$ cat src/rtl/rrs_pkg.sv
package rrs_pkg;

    typedef enum logic [1:0] {
        SEQ_OFF   = 2'd0,
        SEQ_ON    = 2'd1,
        SEQ_CLEAR = 2'd2,
        SEQ_VALID = 2'd3
    } seq_state_e;

    // Reset pulse length in clock cycles, never below one.
    function automatic int unsigned pulse_cycles(input int unsigned clk_hz,
                                                 input int unsigned pulse_us);
        int unsigned c;
        c = ((clk_hz / 1000) * pulse_us) / 1000;
        return (c == 0) ? 1 : c;
    endfunction

endpackage

$ cat src/rtl/rrs_sync.sv
module rrs_sync #(
    parameter int unsigned     WIDTH     = 2,
    parameter logic [WIDTH-1:0] RESET_VAL = '0
) (
    input  logic             clk,
    input  logic             arst_n,
    input  logic [WIDTH-1:0] d,
    output logic [WIDTH-1:0] q
);

    // Each bit has its own two-flop chain with its own idle level.
    for (genvar i = 0; i < WIDTH; i++) begin : g_bit
        logic meta_q;
        logic stab_q;

        always_ff @(posedge clk or negedge arst_n) begin
            if (!arst_n) begin
                meta_q <= RESET_VAL[i];
                stab_q <= RESET_VAL[i];
            end else begin
                meta_q <= d[i];
                stab_q <= meta_q;
            end
        end

        assign q[i] = stab_q;
    end

endmodule

$ cat src/rtl/rrs_edge.sv
module rrs_edge #(
    parameter logic RESET_VAL = 1'b0
) (
    input  logic clk,
    input  logic arst_n,
    input  logic d,
    output logic rise,
    output logic fall
);

    logic prev_q;

    always_ff @(posedge clk or negedge arst_n) begin
        if (!arst_n) prev_q <= RESET_VAL;
        else         prev_q <= d;
    end

    // Each edge yields a pulse lasting one cycle.
    assign rise = d & ~prev_q;
    assign fall = ~d & prev_q;

endmodule

$ cat src/rtl/rrs_timer.sv
module rrs_timer #(
    parameter int unsigned CYCLES = 16
) (
    input  logic clk,
    input  logic arst_n,
    input  logic run,
    output logic done
);

    localparam int unsigned CW = (CYCLES > 1) ? $clog2(CYCLES) : 1;
    localparam logic [CW-1:0] LAST = CW'(CYCLES - 1);

    logic [CW-1:0] cnt_q;

    // Held at zero outside the timed state, so each entry starts afresh.
    always_ff @(posedge clk or negedge arst_n) begin
        if (!arst_n)           cnt_q <= '0;
        else if (!run)         cnt_q <= '0;
        else if (cnt_q != LAST) cnt_q <= cnt_q + 1'b1;
    end

    assign done = run && (cnt_q == LAST);

endmodule

$ cat src/rtl/rx_relock_reset_seq.sv
module rx_relock_reset_seq
    import rrs_pkg::*;
#(
    parameter int unsigned CLK_HZ   = 24_576_000,
    parameter int unsigned PULSE_US = 1100
) (
    input  logic       clk,
    input  logic       arst_n,
    input  logic       pwr_good,
    input  logic       rx_err_n,
    output logic       rx_rst_n,
    output logic [1:0] seq_state
);

    localparam int unsigned PULSE_CYCLES = pulse_cycles(CLK_HZ, PULSE_US);

    // Bit 1 is the error flag, idling high (unlocked); bit 0 is power-good, idling low.
    localparam logic [1:0] SYNC_IDLE = 2'b10;

    logic [1:0] sync_q;
    logic       pg_s;
    logic       err_s;
    logic       err_rise;
    logic       err_fall;
    logic       tmr_done;
    seq_state_e state_q;
    seq_state_e state_d;

    rrs_sync #(.WIDTH(2), .RESET_VAL(SYNC_IDLE)) u_sync (
        .clk    (clk),
        .arst_n (arst_n),
        .d      ({rx_err_n, pwr_good}),
        .q      (sync_q)
    );

    assign pg_s  = sync_q[0];
    assign err_s = sync_q[1];

    rrs_edge #(.RESET_VAL(1'b1)) u_err_edge (
        .clk    (clk),
        .arst_n (arst_n),
        .d      (err_s),
        .rise   (err_rise),
        .fall   (err_fall)
    );

    rrs_timer #(.CYCLES(PULSE_CYCLES)) u_timer (
        .clk    (clk),
        .arst_n (arst_n),
        .run    (state_q == SEQ_CLEAR),
        .done   (tmr_done)
    );

    // Next-state logic; loss of power overrides every other transition.
    always_comb begin
        state_d = state_q;
        if (!pg_s) begin
            state_d = SEQ_OFF;
        end else begin
            unique case (state_q)
                SEQ_OFF:   state_d = SEQ_ON;
                SEQ_ON:    if (err_fall) state_d = SEQ_CLEAR;
                SEQ_CLEAR: if (tmr_done) state_d = SEQ_VALID;
                SEQ_VALID: if (err_rise) state_d = SEQ_ON;
                default:   state_d = SEQ_OFF;
            endcase
        end
    end

    always_ff @(posedge clk or negedge arst_n) begin
        if (!arst_n) state_q <= SEQ_OFF;
        else         state_q <= state_d;
    end

    // Outputs: reset is released only in the two run states while power holds.
    always_comb begin
        seq_state = state_q;
        unique case (state_q)
            SEQ_ON, SEQ_VALID: rx_rst_n = pg_s;
            default:           rx_rst_n = 1'b0;
        endcase
    end

endmodule

$ cat config.mk
export PLATFORM = sky130hd
export DESIGN_NAME = rx_relock_reset_seq
export DESIGN_NICKNAME = d
export VERILOG_FILES = /design/src/rtl/rrs_pkg.sv /design/src/rtl/rrs_sync.sv /design/src/rtl/rrs_edge.sv /design/src/rtl/rrs_timer.sv /design/src/rtl/rx_relock_reset_seq.sv
export SDC_FILE = /design/constraint.sdc
export NUM_CORES = 1
export LEC_CHECK = 0
export BUFFER_PORTS_ARGS = -buffer_cell sky130_fd_sc_hd__buf_4
export CORE_MARGIN = 3
export CORE_UTILIZATION = 45
export CTS_BUF_LIST = sky130_fd_sc_hd__clkbuf_4
export CTS_CLUSTER_DIAMETER = 150
export DETAILED_ROUTE_END_ITERATION = 8
export SLEW_MARGIN = 20
export SYNTH_ARGS = -nofsm -noshare
export SYNTH_HDL_FRONTEND = slang
export SYNTH_HIERARCHICAL = 1
export SYNTH_SLANG_ARGS = --single-unit
export TNS_END_PERCENT = 10
$ cat constraint.sdc
create_clock -name clk -period 4.5 [get_ports clk]
set_input_delay 0.675 -clock clk [delete_from_list [all_inputs] [get_ports clk]]
set_output_delay 0.675 -clock clk [all_outputs]
set_load 0.05 [all_outputs]
# Word-level counts from Yosys, hierarchy flattened

Index checks and enable logic that the tools add are counted.

Add/subtract/negate cells: 1
$mul: 0
Div/mod/pow operators: 0
Order comparisons: 0
Equal/unequal tests: 9
Shifts and indexed selects: 0
Muxes and demuxes: 8
Bitwise logic cells: 4
Reductions and logical operators: 4

Operator list:

| cell                  | count |
|---|---|
| $mux 15               | 2 |
| $add 15x1->15 const B | 1 |
| $eq 15x15->1 const B  | 1 |
| $ne 15x15->1 const B  | 1 |
| $ne 3x3->1 const B    | 3 |
| $mux 2                | 4 |
| $pmux 2 s4            | 1 |
| $eq 2x2->1 const B    | 2 |
| $reduce_and 3->1      | 1 |
| $and 1x1->1           | 2 |
| $eq 2x1->1 const B    | 1 |
| $logic_not 2->1       | 1 |
| $ne 2x2->1 const B    | 1 |
| $not 1->1             | 2 |
| $reduce_or 2->1       | 1 |
| $logic_and 1x1->1     | 1 |
| $mux 1                | 1 |

Register bits: 22
Bits in latches: 0
RAM bits: 0
Memory bits (read-only): 0
Input port bits: 4
Output and inout port bits: 3
Memories: 0

# Depth between registers and ports, before layout

Gate-level depths: netlist (run 1).

Depth in word-level cells: 5
Gate-level depth with buffers: 8
Mapped depth without buffers: 8

# By module

The synthesis (run 1) kept the hierarchy.

Modules (own cells, without submodules):

| module              | instances | cells an instance | area an instance (µm²) | seq. area each (µm²) |
|---|---|---|---|---|
| rrs_timer           | 1         | 87                | 844.6                  | 375.4 |
| rx_relock_reset_seq | 1         | 18                | 172.7                  | 50.0 |
| rrs_sync            | 1         | 6                 | 117.6                  | 102.6 |
| rrs_edge            | 1         | 3                 | 41.3                   | 26.3 |

# Worst setup path before layout (run 1)

Ideal clock, no wire load.

Path kind: flip-flop to flip-flop
Start: register state_q[1] (netlist: seq_state[1])
End: register state_q[0] (netlist: seq_state[0])
Library setup time: 0.125 ns
Data arrival time: 2.264 ns
Path slack: 2.111 ns
Stages on the path, launching flop included: 8
Cells stage by stage: dfrtp_1 -> ha_1 -> clkbuf_1 -> clkbuf_1 -> and2_1 -> inv_1 -> a222oi_1 -> mux2_2

Word-level cells in the longest chain between the ends: 4

RTL lines:

| what                              | line                      | RTL |
|---|---|---|
| start, declared                   | rx_relock_reset_seq.sv:26 | `seq_state_e state_q;` |
| start signal, assigned            | rx_relock_reset_seq.sv:72 | `else state_q <= state_d;` |
| $eq 2x2->1                        | rx_relock_reset_seq.sv:50 | `.run (state_q == SEQ_CLEAR),` |
| $logic_and 1x1->1                 | rrs_timer.sv:22           | `assign done = run && (cnt_q == LAST);` |
| named net tmr_done                | rx_relock_reset_seq.sv:25 | `logic tmr_done;` |
| $ne 3x3->1 (no source line)       | n/a                       |  |
| $reduce_and 3->1 (no source line) | n/a                       |  |

The timed path passes the listed nets, and every way through them passes these cells.
A chain may end at the register's enable or synchronous reset.

# Worst setup path in the final report (run 1)

Start: register u_timer.cnt_q[5]
End: register state_q[0] (netlist: seq_state[0])

Word-level cells in the longest chain between the ends: 4

RTL lines:

| what                              | line                      | RTL |
|---|---|---|
| start, declared                   | rrs_timer.sv:13           | `logic [CW-1:0] cnt_q;` |
| start signal, assigned            | rrs_timer.sv:19           | `else if (cnt_q != LAST) cnt_q <= cnt_q + 1'b1;` |
| $eq 15x15->1                      | rrs_timer.sv:22           |  |
| $logic_and 1x1->1                 | rrs_timer.sv:22           |  |
| named net tmr_done                | rx_relock_reset_seq.sv:25 |  |
| $ne 3x3->1 (no source line)       | n/a                       |  |
| $reduce_and 3->1 (no source line) | n/a                       |  |

The timed path passes the listed nets, and every way through them passes these cells.

==> flow_metrics.py, run 1 <==
metrics = {
    "route": {
        "wirelength_um": 2050,
        "post_drt_wl_per_cell_um": 13.8,
        "drt_iter0_drc": 23,
        "viasPerCell": 5.35,
        "vias": 792,
        "drtAntennaViolNets": 0,
        "drc": 0,
        "drt_pass1_iterations": 4,
    },
    "grt": {
        "grt_first_pass_wirelength_um": 3590,
        "grtUsageTotal_pct": 14.2,
        "use_met1_pct": 19.7,
        "overflow": 0,
        "grt_util_met2_pct": 21.4,
        "use_met3_pct": 4.52,
        "grt_pass1_vias": 752,
        "grt_max_degree": 23,
        "busiest_layer": "met2",
        "grt_antenna_before_repair": 0,
    },
    "sta": {
        "setup_violations": 0,
        "rsz0062_at_grt": "no",
        "fmaxAchievable_ghz": 0.414,
        "fin_skew_ns": 0.00277,
        "tightestPinTransition_ns": 0.622,
        "slew_headroom_pct": 58.5,
        "final_max_slew_viol_count": 0,
        "whs_ns": 0.229,
        "final.period_utilization_pct": 53.6,
        "hold_viol_final": 0,
        "setup-tns-final_ns": 0,
        "min_period_ns": 2.41,
    },
    "worst_hold_path": {
        "hold_class": "input pin to asynchronous set/reset pin",
    },
    "run": {
        "max_cap_viol_count": 0,
    },
    "final_layout": {
        "areaGrowthSynthToFinish_pct": 9.36,
        "fillCellCount": 216,
        "final_cell_area_sq_um": 1290,
        "nets": 131,
        "final_core_util_pct": 55.0,
        "diodes": 0,
        "drive_gt1_share_pct": 15.8,
    },
    "pwr": {
        "p_leak_nw": 0.584,
        "powerDensity_nw_per_um2": 409,
        "ir_worst_vdd_v": 0.000364,
    },
    "die": {
        "fp.dieW_um": 57.1,
        "io_pins": 7,
        "rows": 17,
        "die_area_sq_um": 3260,
        "start_util_pct": 50.3,
        "die_h_um": 57.1,
        "design.core.area_sq_um": 2340,
    },
    "setup_path": {
        "r2r_cells": 7,
        "critical_path_required_ns": 4.70,
        "startpoint_type": "flop",
        "r2r_slack_ns": 2.09,
        "r2r_end": "seq_state[0]",
        "crit_type": "flop to flop",
        "cp_max_fo": 5,
        "r2r_start": "u_timer/cnt_q[5]",
        "crit_arrival_ns": 2.62,
        "cp-end-kind": "flop",
    },
    "synth": {
        "synth_seq_cells": 22,
        "syn_nets": 124,
        "ys_seq_area_share_pct": 47.1,
        "ys_types": 30,
        "synth_top_area_share_pct": 40.4,
        "syn_area_per_cell_sq_um": 10.3,
        "yosys_warnings": 6,
        "async_flop_share_pct": 100,
        "synth_edf_count": 0,
        "netlist_area_sq_um": 1180,
        "synthCells": 114,
        "yosys_most_used_dff": "dfrtp_1",
        "synth_top_area_cell": "dfrtp_1",
        "ys_top_cells_by_area": "dfrtp_1, dfstp_2, ha_1",
    },
    "cts": {
        "cts_tree": "done",
        "clk_path_buf_depth": 2,
        "clk_pin_slew_ns": 0.12,
        "ctsRootBufferMaster": "clkbuf_4",
        "post_cts_buffers": 0,
        "htree_levels": 1,
        "cts_resized": 0,
        "clk-insertion-delay-late_ns": 0.30,
        "clock-sinks": 22,
        "cts_buffers": 3,
        "cts-hold-fix-buffers": 0,
    },
    "place": {
        "port_buffers": 6,
        "routabilityCongestion": 0.729,
        "post_dp_cell_area_sq_um": 1230,
        "dpl.hpwl_um": 1470,
    },
    "run_status": {
        "status": "finished, final reports clean",
    },
}
==> routing by layer <==
metal / wire, um / share of wire (%)
met4: 14 / 0.68
met1: 989 / 48
met3: 92 / 4.5
met5: 0 / 0
met2: 950 / 46
==> logic make-up after synthesis <==
logic type,after synthesis,share of synthesized area (%)
xor+xnor,8,5.96
flops,22,47.1
fa+ha+maj,6,6.38
mux,5,4.36
buf+inv,13,4.79
compound gates,9,5.43
simple gates,51,26.0
==> per-stage QoR <==
| stage | power [mW] | worst slack (ns) | instances |
|---|---|---|---|
| after global routing | 0.559 | 1.88 | 148 |
| after floorplan | 0.339 | 2.11 | 114 |
| final | 0.527 | 2.09 | 148 |
| after CTS | 0.537 | 2.07 | 148 |
| after detailed placement | 0.382 | 2.10 | 144 |
| after global placement | 0.378 | 2.19 | 144 |
==> worst max-delay path, stage by stage, from the launching register on <==
cell and delay (ns):
dfrtp_1 0.45, nor4b_2 0.28, nand4_1 0.20, nor4_4 0.40, and2_1 0.17, inv_1 0.04
a222oi_1 0.38, mux2_2 0.40
==> registers in the layout, indices dropped and copies added, names as in the netlist <==
signal and flops:
seq_state 2, u_err_edge/prev_q 1, u_timer/cnt_q 15, u_sync/g_bit.stab_q 2, u_sync/g_bit.meta_q 2
==> synth_stat cells, drive strengths merged, types with 3 or more instances <==
cell type,count
dfstp,3
inv,9
nor2b,3
or3,3
nor4,3
and2,10
o21ai,3
a21boi,3
dfrtp,19
nand2b,3
nand3,6
ha,6
xnor2,3
nor3,4
mux2i,4
nand4,3
nor2,3
xor2,5
nand2,11
==> final cells by class <==
class	count	area (sq um)	share of cell area, %
clock buffers	3	22.5	1.75
clock inverters	1	30.0	2.33
inverters	9	33.8	2.63
multi-input cells	79	566	44.0
flip-flops and latches	22	554	43.1
well taps	28	35.0	2.72
repair buffers	6	45.0	3.50
==> cell usage in the layout, fill, tap and decap left out, types with 2 or more instances in the layout <==
| cell type | instances |
|---|---|
| clkbuf_4 | 3 |
| ha_1 | 6 |
| nand3_1 | 6 |
| xor2_1 | 5 |
| o21ai_0 | 3 |
| nor4_1 | 2 |
| dfrtp_1 | 19 |
| nor3_1 | 4 |
| nand4_1 | 2 |
| nor2_1 | 3 |
| dfstp_2 | 3 |
| or3_1 | 2 |
| a21boi_0 | 3 |
| nor2b_1 | 3 |
| nand2_1 | 11 |
| inv_1 | 9 |
| buf_4 | 6 |
| xnor2_1 | 3 |
| nand2b_1 | 3 |
| and2_1 | 10 |
| mux2i_1 | 4 |
==> where the power goes <==
group | leakage, nW | switching, mW | internal (mW)
Clock | 0.0279 | 0.0599 | 0.0900
Combinational | 0.266 | 0.0919 | 0.0549
Sequential | 0.290 | 0.0173 | 0.213
==> how the worst max path moves through the flow <==
stage / slack [ns] / start / cells after the start / to
CTS: 2.07 / u_timer/cnt_q[5] / 7 / seq_state[0]
global placement: 2.19 / u_timer/cnt_q[5] / 7 / seq_state[0]
finish: 2.09 / u_timer/cnt_q[5] / 7 / seq_state[0]
detailed placement: 2.10 / u_timer/cnt_q[5] / 7 / seq_state[0]
floorplan: 2.11 / seq_state[1] / 7 / seq_state[0]
global route: 1.88 / u_timer/cnt_q[5] / 7 / seq_state[0]
No activity file was read; power rests on OpenSTA's default activity.
==> inputs of run 2 (changes only) <==
==> constraint.sdc (replaced) <==
create_clock -name clk -period 2.15 [get_ports clk]
set_input_delay 0.3225 -clock clk [delete_from_list [all_inputs] [get_ports clk]]
set_output_delay 0.3225 -clock clk [all_outputs]
set_load 0.05 [all_outputs]
==> run 2 against run 1 <==
First-iteration DRC count shrank 48%. Worst setup slack lost 2.1 ns. Total power grew 110%. Critical path type unchanged. Largest cell class unchanged. Largest power group unchanged. Highest routed layer unchanged.
==> flow_metrics.py, run 2 (synthesized netlist as in run 1, its figures left out) <==
metrics = {
    "die": {
        "io_pins": 7,
        "die_h_um": 57.1,
        "start_util_pct": 50.3,
        "fp.dieW_um": 57.1,
        "design.core.area_sq_um": 2340,
        "rows": 17,
        "die_area_sq_um": 3260,
    },
    "grt": {
        "grt_util_met2_pct": 20.7,
        "grtUsageTotal_pct": 14.5,
        "use_met3_pct": 4.07,
        "busiest_layer": "met1",
        "grt_first_pass_wirelength_um": 3660,
        "overflow": 0,
        "grt_max_degree": 23,
        "grt_antenna_before_repair": 0,
        "use_met1_pct": 21.1,
        "grt_pass1_vias": 780,
    },
    "setup_path": {
        "r2r_cells": 7,
        "crit_slowest_cell": "dfrtp_1",
        "crit_chain": "nor4b_2 -> nand4_1 -> nor4_4 -> and2_1 -> inv_1 -> a222oi_1 -> mux2_2",
        "r2r_start": "u_timer/cnt_q[5]",
        "crit_arrival_ns": 2.34,
        "cp_max_fo": 5,
        "crit_end": "seq_state[0]",
        "cp-end-kind": "flop",
        "crit_type": "flop to flop",
        "crit_cells": 7,
        "crit_buf_inv": 1,
        "worstSetupStartpoint": "u_timer/cnt_q[5]",
        "critical_path_required_ns": 2.36,
        "critical-path-top-delay-family": "simple AND/OR/NAND/NOR gates",
        "startpoint_type": "flop",
        "critPathMaxStageDelay_ns": 0.45,
        "r2r_slack_ns": 0.01,
        "r2r_end": "seq_state[0]",
    },
    "sta": {
        "setup_violations": 0,
        "min_period_ns": 2.14,
        "hold_viol_final": 0,
        "tightestPinTransition_ns": 0.399,
        "fin_skew_ns": 0.00229,
        "fmaxAchievable_ghz": 0.468,
        "layout_setup_ws_ns": 0.0142,
        "slew_headroom_pct": 73.4,
        "final_max_slew_viol_count": 0,
        "rsz0062_at_grt": "yes",
        "final.period_utilization_pct": 99.3,
    },
    "pwr": {
        "p_leak_nw": 0.610,
        "p_sw_share_pct": 31.4,
        "p_sw_uw": 354,
        "powerDensity_nw_per_um2": 842,
        "fin_total_pwr_mw": 1.13,
        "clkPwrFrac_pct": 28.0,
        "comb_power_share_pct": 29.1,
        "ir_worst_vdd_v": 0.000969,
        "p_seq_share_pct": 42.9,
        "p_int_uw": 772,
    },
    "route": {
        "drtAntennaViolNets": 0,
        "vias": 802,
        "wirelength_um": 2040,
        "viasPerCell": 5.21,
        "post_drt_wl_per_cell_um": 13.3,
        "drt_iter0_drc": 12,
        "drt_pass1_iterations": 4,
        "drc": 0,
    },
    "cts": {
        "ctsRootBufferMaster": "clkbuf_4",
        "clk-insertion-delay-late_ns": 0.31,
        "clk_pin_slew_ns": 0.12,
        "htree_levels": 1,
        "clock-sinks": 22,
        "cts_resized": 0,
        "clk_path_buf_depth": 2,
        "cts_tree": "done",
        "cts_buffers": 3,
    },
    "final_layout": {
        "drive_gt1_share_pct": 20.6,
        "final_cell_area_sq_um": 1340,
        "top_register": "u_timer/cnt_q",
        "areaGrowthSynthToFinish_pct": 13.6,
        "final_common_cell": "dfrtp_1",
        "diodes": 0,
        "layout_common_cells": "dfrtp_1, nand2_1, buf_4",
        "largest_reg_flops": 15,
        "fillCellCount": 224,
        "nets": 137,
    },
    "worst_hold_path": {
        "hold_class": "input pin to flop",
        "whs_path_depth": 1,
    },
    "run_status": {
        "status": "finished, final reports clean",
    },
    "run": {
        "max_cap_viol_count": 0,
    },
    "place": {
        "routabilityCongestion": 0.730,
        "post-place-ws_ns": 0.0298,
        "post_dp_cell_area_sq_um": 1270,
        "dpl.hpwl_um": 1450,
        "port_buffers": 6,
    },
}
run 2: cell types whose count changed in the layout (fill, tap and decap cells not counted):
cell | before | now
buf_4 | 6 | 11
dfrtp_1 | 19 | 17
dfrtp_2 | 0 | 2
dlygate4sd3_1 | 0 | 1
run 2: power groups by stage:
stage	registers, mW	clock network, mW	logic [mW]
floorplan	0.545	0	0.172
global placement	0.489	0	0.328
detailed placement	0.491	0	0.332
CTS	0.483	0.328	0.337
global route	0.490	0.347	0.364
finish	0.483	0.316	0.328
run 2: repair_timing:
item	CTS	global route
hold endpoints to repair	19	0
hold buffers	1	0
setup buffers	0	1
pin swaps	1	2
endpoints found under the setup margin	1	2
run 2: how the worst min path moves through the flow:
stage,from,end
floorplan,arst_n,seq_state[0]
global placement,arst_n,u_timer/cnt_q[2]
detailed placement,arst_n,u_timer/cnt_q[2]
CTS,rx_err_n,u_sync/g_bit[1].meta_q
global route,rx_err_n,u_sync/g_bit[1].meta_q
finish,rx_err_n,u_sync/g_bit[1].meta_q
run 2: layout make-up:
type / count / area [sq um] / share of cell area (%)
Timing Repair Buffer: 12 / 92.6 / 6.93
Multi-Input combinational cell: 79 / 566 / 42.3
Inverter: 9 / 33.8 / 2.53
Sequential cell: 22 / 557 / 41.7
Tap cell: 28 / 35.0 / 2.62
Clock buffer: 3 / 22.5 / 1.69
Clock inverter: 1 / 30.0 / 2.25
run 2: per-layer routing:
metal	up-vias	share of wire (%)
met3	4	3.2
li1	409	-
met4	0	1.2
met2	9	44
met5	-	0
met1	380	51
run 2: worst reg2reg max path, cell delays in order, from the launching register on:
cell,delay (ns)
dfrtp_1,0.45
nor4b_2,0.28
nand4_1,0.19
nor4_4,0.20
and2_1,0.16
inv_1,0.03
a222oi_1,0.34
mux2_2,0.38
run 2: per-stage QoR:
step | hold WS, ns | TNS, ns | instances | utilization, %
6_report | 0.107 | 0 | 154 | 57.1
3_3_place_gp | 0.226 | 0 | 148 | 54.1
5_1_grt | 0.0691 | -0.216 | 154 | 57.1
3_5_place_dp | 0.230 | 0 | 148 | 54.1
4_1_cts | 0.0896 | 0 | 153 | 56.8
2_1_floorplan | 0.0269 | 0 | 114 | -
==> inputs of run 3 (changes only) <==
==> constraint.sdc (replaced) <==
create_clock -name clk -period 2.2 [get_ports clk]
set_input_delay 0.33 -clock clk [delete_from_list [all_inputs] [get_ports clk]]
set_output_delay 0.33 -clock clk [all_outputs]
set_load 0.05 [all_outputs]
==> run 3 against run 2 <==
Register-to-register slack improved by 0.05 ns. Via count increased by 0.25%. Highest routed layer unchanged. Maximum frequency increased by 0.14%. Largest cell class unchanged. Critical path type unchanged.
==> flow_metrics.py, run 3 (synthesized netlist as in run 1, its figures left out) <==
metrics = {
    "setup_path": {
        "critical-path-top-delay-family": "simple AND/OR/NAND/NOR gates",
        "crit_cells": 7,
        "critPathMaxStageDelay_ns": 0.45,
        "cp_max_fo": 5,
        "crit_chain": "nor4b_2 -> nand4_1 -> nor4_4 -> and2_1 -> inv_1 -> a222oi_1 -> mux2_2",
        "crit_arrival_ns": 2.34,
        "crit_buf_inv": 1,
        "critical_path_required_ns": 2.41,
        "r2r_slack_ns": 0.07,
        "startpoint_type": "flop",
        "cp-end-kind": "flop",
        "crit_slowest_cell": "dfrtp_1",
        "r2r_cells": 7,
        "crit_type": "flop to flop",
    },
    "sta": {
        "slew_headroom_pct": 72.7,
        "setup_violations": 0,
        "whs_ns": 0.117,
        "layout_setup_ws_ns": 0.0672,
        "rsz0062_at_grt": "yes",
        "fin_skew_ns": 0.00390,
        "tightestPinTransition_ns": 0.409,
        "final_max_slew_viol_count": 0,
        "min_period_ns": 2.13,
        "fmaxAchievable_ghz": 0.469,
        "final.period_utilization_pct": 96.9,
        "hold_viol_final": 0,
    },
    "route": {
        "wl_met2_um": 890,
        "wl_met3_um": 80,
        "topRoutingLayerUsed": "met4",
        "drt_pass1_iterations": 4,
        "post_drt_wl_per_cell_um": 13.0,
        "vias": 804,
        "drt_iter0_drc": 16,
        "wirelength_met1_um": 991,
        "viasPerCell": 5.29,
        "drtAntennaViolNets": 0,
        "drc": 0,
        "wirelength_um": 1980,
    },
    "cts": {
        "clock-sinks": 22,
        "clk-insertion-delay-late_ns": 0.31,
        "htree_levels": 1,
        "ctsRootBufferMaster": "clkbuf_4",
        "clk_path_buf_depth": 2,
        "cts_buffers": 3,
        "cts_tree": "done",
        "clk_pin_slew_ns": 0.12,
        "post_cts_buffers": 0,
    },
    "die": {
        "die_h_um": 57.1,
        "die_area_sq_um": 3260,
        "start_util_pct": 50.3,
        "io_pins": 7,
        "fp.dieW_um": 57.1,
        "design.core.area_sq_um": 2340,
        "rows": 17,
    },
    "final_layout": {
        "fillCellCount": 214,
        "layout_common_cells": "dfrtp_1, nand2_1, and2_1",
        "instances_no_fill": 152,
        "nets": 135,
        "largest_reg_flops": 15,
        "top_register": "u_timer/cnt_q",
        "final_cell_area_sq_um": 1320,
        "final_common_cell": "dfrtp_1",
        "drive_gt1_share_pct": 19.4,
        "final_core_util_pct": 56.5,
        "areaGrowthSynthToFinish_pct": 12.3,
        "diodes": 0,
        "multi_input_area_sq_um": 566,
        "regArea_sq_um": 557,
    },
    "grt": {
        "grt_antenna_before_repair": 0,
        "grt_pass1_vias": 827,
        "overflow": 0,
        "grt_first_pass_wirelength_um": 3570,
        "grt_max_degree": 23,
        "grtUsageTotal_pct": 14.0,
    },
    "place": {
        "dpl.hpwl_um": 1420,
        "port_buffers": 6,
        "routabilityCongestion": 0.838,
        "dp_cells": 147,
        "post_dp_cell_area_sq_um": 1260,
        "post-place-ws_ns": 0.0706,
    },
    "worst_hold_path": {
        "hold_class": "input pin to flop",
        "whs_path_depth": 1,
    },
    "pwr": {
        "powerDensity_nw_per_um2": 837,
        "p_leak_nw": 0.600,
        "ir_worst_vdd_v": 0.000589,
    },
    "run": {
        "max_cap_viol_count": 0,
    },
    "run_status": {
        "status": "finished, final reports clean",
    },
}
## run 3: cell count changes in the layout (fill, tap and decap cells not counted), sizes merged
cell	previous run	this run
buf	11	9
## run 3: final timing paths
kind,endpoint,startpoint
max,seq_state[0],u_timer/cnt_q[5]
min,u_sync/g_bit[1].meta_q,rx_err_n
max reg2reg,seq_state[0],u_timer/cnt_q[5]
min reg2reg,u_sync/g_bit[1].stab_q,u_sync/g_bit[1].meta_q
max in group asynchronous,u_sync/g_bit[1].meta_q,arst_n
min in group asynchronous,seq_state[0],arst_n
## run 3: through the flow
step,total power [mW],TNS [ns]
after floorplan,0.699,0
final,1.11,0
after global routing,1.17,-0.108
after detailed placement,0.808,0
after global placement,0.799,0
after CTS,1.12,0
## run 3: worst register-to-register path: stages (launching register included)
cell      delay (ns)
dfrtp_1         0.45
nor4b_2         0.29
nand4_1         0.19
nor4_4          0.20
and2_1          0.16
inv_1           0.03
a222oi_1        0.32
mux2_2          0.39
## run 3: power breakdown
| part | switching (mW) | internal (mW) |
|---|---|---|
| logic | 0.192 | 0.134 |
| clock network | 0.124 | 0.184 |
| registers | 0.0346 | 0.438 |
## run 3: final cells by class
class	count	share of cell area (%)
Inverter	9	2.56
Sequential cell	22	42.1
Clock inverter	1	2.27
Multi-Input combinational cell	79	42.8
Clock buffer	3	1.70
Timing Repair Buffer	10	5.87
Tap cell	28	2.65
## run 3: what timing repair did
item | CTS | global route
endpoints found under the setup margin | 0 | 2
hold buffers | 1 | 0
endpoints found under the hold margin | 19 | 0
resized for setup | 0 | 0
## run 3: routing by layer
metal / global-route usage, % / vias to the layer above
met5: 0 / -
met4: 2.98 / 0
met3: 5.20 / 2
met2: 22.3 / 12
met1: 18.2 / 388
li1: - / 402
